### config.mk
export PLATFORM = sky130hd
export DESIGN_NAME = lcd_fetch_seq
export DESIGN_NICKNAME = d
export VERILOG_FILES = /design/src/rtl/lcd_fetch_seq.sv
export SDC_FILE = /design/constraint.sdc
export NUM_CORES = 1
export LEC_CHECK = 0
export BUFFER_PORTS_ARGS = -buffer_cell sky130_fd_sc_hd__buf_2
export CAP_MARGIN = 10
export CORE_ASPECT_RATIO = 1.5
export CORE_MARGIN = 2
export CORE_UTILIZATION = 55
export CTS_BUF_LIST = sky130_fd_sc_hd__clkbuf_2 sky130_fd_sc_hd__clkbuf_4 sky130_fd_sc_hd__clkbuf_8
export DETAILED_ROUTE_END_ITERATION = 10
export PLACE_DENSITY = 0.79
export SLEW_MARGIN = 20
export SYNTH_ARGS = -nofsm -noshare
export SYNTH_HDL_FRONTEND = slang
export SYNTH_SLANG_ARGS = --single-unit
### constraint.sdc
create_clock -name clk -period 15.7 [get_ports clk]
set_input_delay 0.785 -clock clk [delete_from_list [all_inputs] [get_ports clk]]
set_output_delay 0.785 -clock clk [all_outputs]
set_load 0.02 [all_outputs]
### src/rtl/lcd_fetch_seq.sv
module lcd_fetch_seq #(
  parameter int AW = 32,
  parameter int LW = 11
) (
  input  logic          clk,
  input  logic          rst_n,
  input  logic          start_i,
  input  logic          stop_i,
  input  logic          tick_i,
  input  logic          dual_i,
  input  logic [1:0]    pal_mode_i,
  input  logic          tft_i,
  input  logic [LW-1:0] width_i,
  input  logic [LW-1:0] height_i,
  input  logic [31:0]   subpanel_i,
  input  logic [AW-1:0] buf0_top_i,
  input  logic [AW-1:0] buf0_end_i,
  input  logic [AW-1:0] buf1_top_i,
  input  logic [AW-1:0] buf1_end_i,
  input  logic [AW-1:0] addr_lo_i,
  input  logic [AW-1:0] addr_hi_i,
  output logic          mem_req_o,
  output logic [AW-1:0] mem_addr_o,
  input  logic          mem_ack_i,
  input  logic [15:0]   mem_rdata_i,
  output logic [1:0]    cur_buf_o,
  output logic          frame_ok_o,
  output logic          frame_buf_o,
  output logic [AW-1:0] fetch_base_o,
  output logic [LW:0]   line_bytes_o,
  output logic [4:0]    bpp_o,
  output logic          pix16_o,
  output logic [LW-1:0] first_line_o,
  output logic [LW-1:0] line_cnt_o,
  output logic          skip_o,
  output logic          sync_err_o,
  output logic          addr_err_o
);
  localparam int NW = AW + 2;
  localparam int HDR_BIG = 'h200;
  localparam int HDR_SMALL = 'h20;
  localparam int SLACK = 2;
  localparam logic [1:0] NO_HDR_MODE = 2'd2;

  typedef enum logic [1:0] {ST_OFF, ST_WAIT, ST_HDR, ST_CALC} st_t;

  st_t           state;
  logic          idx;
  logic          hdr_used;
  logic [2:0]    code;
  logic [AW-1:0] cur_top, cur_end;
  logic [4:0]    bpp_c;
  logic [NW-1:0] off_c, need_c;
  logic          fits_c, start_ok;
  logic          unused_bits;

  function automatic logic in_win(input logic [AW-1:0] a, input logic [AW-1:0] lo,
                                  input logic [AW-1:0] hi);
    return (a >= lo) && (a <= hi);
  endfunction

  assign cur_top    = idx ? buf1_top_i : buf0_top_i;
  assign cur_end    = idx ? buf1_end_i : buf0_end_i;
  assign mem_req_o  = (state == ST_HDR);
  assign mem_addr_o = cur_top;
  assign cur_buf_o  = (state == ST_OFF) ? 2'b11 : {1'b0, idx};

  always_comb begin
    case (code)
      3'd1:    bpp_c = 5'd2;
      3'd2:    bpp_c = 5'd4;
      3'd3:    bpp_c = 5'd8;
      default: bpp_c = 5'd16;
    endcase
  end

  assign off_c  = !hdr_used ? '0 : (code >= 3'd3) ? NW'(HDR_BIG) : NW'(HDR_SMALL);
  assign need_c = off_c + ((NW'(width_i) * NW'(height_i) * NW'(bpp_c)) >> 3);
  assign fits_c = (NW'(cur_top) + need_c) <= (NW'(cur_end) + NW'(SLACK));

  assign start_ok = in_win(buf0_top_i, addr_lo_i, addr_hi_i) &&
                    in_win(buf0_end_i, addr_lo_i, addr_hi_i) &&
                    (!dual_i || (in_win(buf1_top_i, addr_lo_i, addr_hi_i) &&
                                 in_win(buf1_end_i, addr_lo_i, addr_hi_i)));

  assign unused_bits = ^{mem_rdata_i[15], mem_rdata_i[11:0], subpanel_i[30],
                         subpanel_i[28:26], subpanel_i[15:0]};

  always_ff @(posedge clk) begin
    if (!rst_n) begin
      state        <= ST_OFF;
      idx          <= 1'b0;
      hdr_used     <= 1'b0;
      code         <= 3'd0;
      frame_ok_o   <= 1'b0;
      frame_buf_o  <= 1'b0;
      fetch_base_o <= '0;
      line_bytes_o <= '0;
      bpp_o        <= '0;
      pix16_o      <= 1'b0;
      first_line_o <= '0;
      line_cnt_o   <= '0;
      skip_o       <= 1'b0;
      sync_err_o   <= 1'b0;
      addr_err_o   <= 1'b0;
    end else begin
      frame_ok_o <= 1'b0;
      skip_o     <= 1'b0;
      sync_err_o <= 1'b0;
      addr_err_o <= 1'b0;
      if (stop_i) begin
        state <= ST_OFF;
        idx   <= 1'b0;
      end else begin
        case (state)
          ST_OFF: if (start_i) begin
            if (start_ok) begin
              state <= ST_WAIT;
              idx   <= 1'b0;
            end else begin
              addr_err_o <= 1'b1;
            end
          end
          ST_WAIT: if (tick_i) begin
            hdr_used <= (pal_mode_i != NO_HDR_MODE);
            state    <= (pal_mode_i != NO_HDR_MODE) ? ST_HDR : ST_CALC;
          end
          ST_HDR: if (mem_ack_i) begin
            code  <= mem_rdata_i[14:12];
            state <= ST_CALC;
          end
          default: begin
            if (code == 3'd0) begin
              skip_o <= 1'b1;
              state  <= ST_WAIT;
            end else if (!fits_c) begin
              sync_err_o <= 1'b1;
              state      <= ST_OFF;
              idx        <= 1'b0;
            end else begin
              frame_ok_o   <= 1'b1;
              frame_buf_o  <= idx;
              fetch_base_o <= cur_top + AW'(off_c);
              line_bytes_o <= (LW+1)'((NW'(width_i) * NW'(bpp_c)) >> 3);
              bpp_o        <= bpp_c;
              pix16_o      <= tft_i && (bpp_c == 5'd16);
              if (subpanel_i[31] && subpanel_i[29]) begin
                first_line_o <= LW'(subpanel_i[25:16]);
                line_cnt_o   <= height_i;
              end else if (subpanel_i[31]) begin
                first_line_o <= '0;
                line_cnt_o   <= LW'(subpanel_i[25:16]);
              end else begin
                first_line_o <= '0;
                line_cnt_o   <= height_i;
              end
              if (dual_i) idx <= ~idx;
              state <= ST_WAIT;
            end
          end
        endcase
      end
    end
  end
endmodule

==> metrics.cfg <==
[placed_design]
gp_congestion = 1.01
port_buffers = 348
postPlaceCellArea_um2 = 23400
dp.final_hpwl_um = 64500

[layout]
final_area_um2 = 23600
syn_to_final_growth_pct = 11.1
fin_nets = 3806
layout_common_cells = ha_1 (479), buf_2 (348), nand2_1 (324)
final_layout_size_suffix_gt1_frac = 0.143
n_fill_cell = 3468
final_common_cell = ha_1

[pwr]
switching_share = 0.547
total_leakage_power_nw = 12.2
combPwrFrac = 0.903
clockPowerShare = 0.044
peakVddDrop_uv = 227
total_power_mw = 3.96
p_seq_frac = 0.052
intPower_mw = 1.80
power.switching_mw = 2.17
power_density_nw_per_um2 = 168

[worst_setup_path]
critPathRequiredTime_ns = 16.01
crit_top_cell = fa_1
cp_max_fo = 44
cp-end-kind = flip-flop
crit_type = in -> reg
crit_slowest_cell = a2111oi_0
crit_arrival_ns = 14.99
critPathMaxStageDelay_ns = 0.87
rr_worst_depth = 36
cp-start-kind = input pin

[clock_network]
insertion_delay_ns = 0.42
clock_path_buffers = 2
cts_tree = done
cts_hold_buf = 0
cts_resized = 0
cts_buffers = 9
post_cts_buffers = 0
clk_pin_slew_ns = 0.10
root_buffer = clkbuf_8
htreeDepth = 3
cts_sinks = 82

[detailed_routing]
finalWirelength_um = 75100
drtPass1Iterations = 8
ant_nets = 0
via_count = 20634
via_per_inst = 6.04
wl_per_cell_um = 22.0
drtIter0Drc = 1159
drc = 0

[logic_synthesis]
synth_xor_area_frac = 0.0549
yosysTopAreaCellShare = 0.283
synth.distinct_cells = 75
synth_top_family_by_area = adder cells
synthAdderAreaFrac = 0.417
ys_ff_latch = 82
synth.mux.area_fraction = 0.0350
synthFlopType = dfxtp_1
synth-compound-area-share = 0.156
synth_edf_count = 0
netlist.top_cell.by_area = ha_1
avgSynthCellArea_um2 = 8.11
synth.area.top_cells = ha_1 (28%), fa_1 (13%), dfxtp_1 (7.7%), nand2_1 (5.7%), inv_1 (5.2%)
ys_seq_area_frac = 0.0774
ys_async_sr_fraction = 0
netlist_area_um2 = 21200
yosysWarnings = 0
synth-simple-area-share = 0.193
postSynthCellCount = 2616

[min_path]
min_path_type = reg -> reg
hold_depth = 2

[grt]
grt_util_all_layers = 0.375
grt_pass1_vias = 21396
antenna_found_initial = 7
grt_pass1_wl_um = 115000
grt_max_degree = 85
globalRoute.totalOverflow = 0

[timing]
fin_crit_sh = 0.935
max_slew_margin = 0.248
maxSlewViolCount = 0
setup_tns_ns = 0
tightest_slew_ns = 1.12
hold_viol = 0
rsz0062_at_grt = no
setup_violations = 0
fmax_mhz = 68.1
finClkSkew_ns = 0.0287
final.min_clock_period_ns = 14.68

[die]
die_h_um = 245
ios = 384
die-area_um2 = 40200
die_w_um = 164
rows = 88
initial_core_util = 0.555
coreArea_um2 = 38200

[job]
maxCapViolCount = 0

[outcome]
status = complete, no violations

[cells by family (layout without fill, tap and decap cells)]
family	Yosys count	after routing
simple gates	841	841
fa+ha+maj	621	621
compound gates	497	497
buf+inv	369	668
xor+xnor	133	133
flops	82	82
mux	72	72
other cells	1	8
[state kept, by name (all words and copies together) (netlist names)]
register      count
state             2
frame_ok_o        1
bpp_o             4
sync_err_o        1
addr_err_o        1
fetch_base_o     32
first_line_o     10
frame_buf_o       1
idx               1
hdr_used          1
code              3
line_bytes_o     12
line_cnt_o       11
skip_o            1
pix16_o           1
[metal layers]
| metal | routed length, um | share of wire | vias to the layer above | GRT usage |
|---|---|---|---|---|
| met2 | 37500 | 0.50 | 750 | 0.672 |
| met4 | 7170 | 0.095 | 6 | 0.300 |
| met5 | 57 | 0.00076 | - | 0 |
| li1 | - | - | 9694 | - |
| met1 | 26200 | 0.35 | 9913 | 0.373 |
| met3 | 4150 | 0.055 | 271 | 0.0665 |
[power by group through the flow]
stage	sequential [mW]	clock (mW)	combinational, mW
after global routing	0.208	0.183	4.08
after floorplan	0.213	0	2.78
after CTS	0.208	0.179	3.56
after detailed placement	0.213	0	3.51
final	0.208	0.176	3.58
after global placement	0.213	0	3.39
[final timing paths]
path | endpoint | slack (ns) | startpoint
min reg2reg | fetch_base_o[21] | 0.46 | fetch_base_o[21]
max reg2reg | first_line_o[0] | 3.89 | code[1]
max | first_line_o[0] | 1.02 | height_i[7]
min | fetch_base_o[21] | 0.46 | fetch_base_o[21]
[metrics by stage]
stage	setup slack (ns)	utilization	std cells	hold WS (ns)
final	1.02	0.617	3417	0.462
after global routing	0.355	0.617	3415	0.482
after CTS	1.28	0.616	3413	0.463
after detailed placement	0.885	0.611	3397	0.448
after global placement	1.30	0.611	3397	0.434
after floorplan	3.51	-	2619	0.486
[worst max-delay path: cells and delay by family]
kind	cells	cell delay [ns]
AO/OA/AOI/OAI	14	4.27
XOR/XNOR	3	0.54
adder cells (fa/ha/maj)	13	5.42
buffers and inverters	5	1.02
AND/OR/NAND/NOR	12	2.92
[cell type report]
cell class / instances / area (um2) / share of cell area
Antenna cell: 4 / 10.0 / 0.000425
Clock buffer: 11 / 139 / 0.00589
Clock inverter: 5 / 56.3 / 0.00239
Inverter: 293 / 1100 / 0.0467
Multi-Input combinational cell: 2168 / 18200 / 0.771
Sequential cell: 82 / 1650 / 0.0698
Tap cell: 495 / 619 / 0.0263
Timing Repair Buffer: 359 / 1820 / 0.0774
[synth_stat cells (18+ instances only)]
cell,count
xnor2_1,96
clkbuf_1,53
a21oi_1,142
dfxtp_1,82
mux2i_1,55
ha_1,479
nand3_1,66
nor2b_1,26
a31oi_1,18
nand4_1,57
a21o_1,52
a21boi_0,51
inv_1,293
o211ai_1,20
fa_1,142
and2_1,93
o21ai_0,80
buf_2,18
xor2_1,37
nor3_1,47
nor2_1,126
nand2_1,324
(Power assumes the default switching activity.)
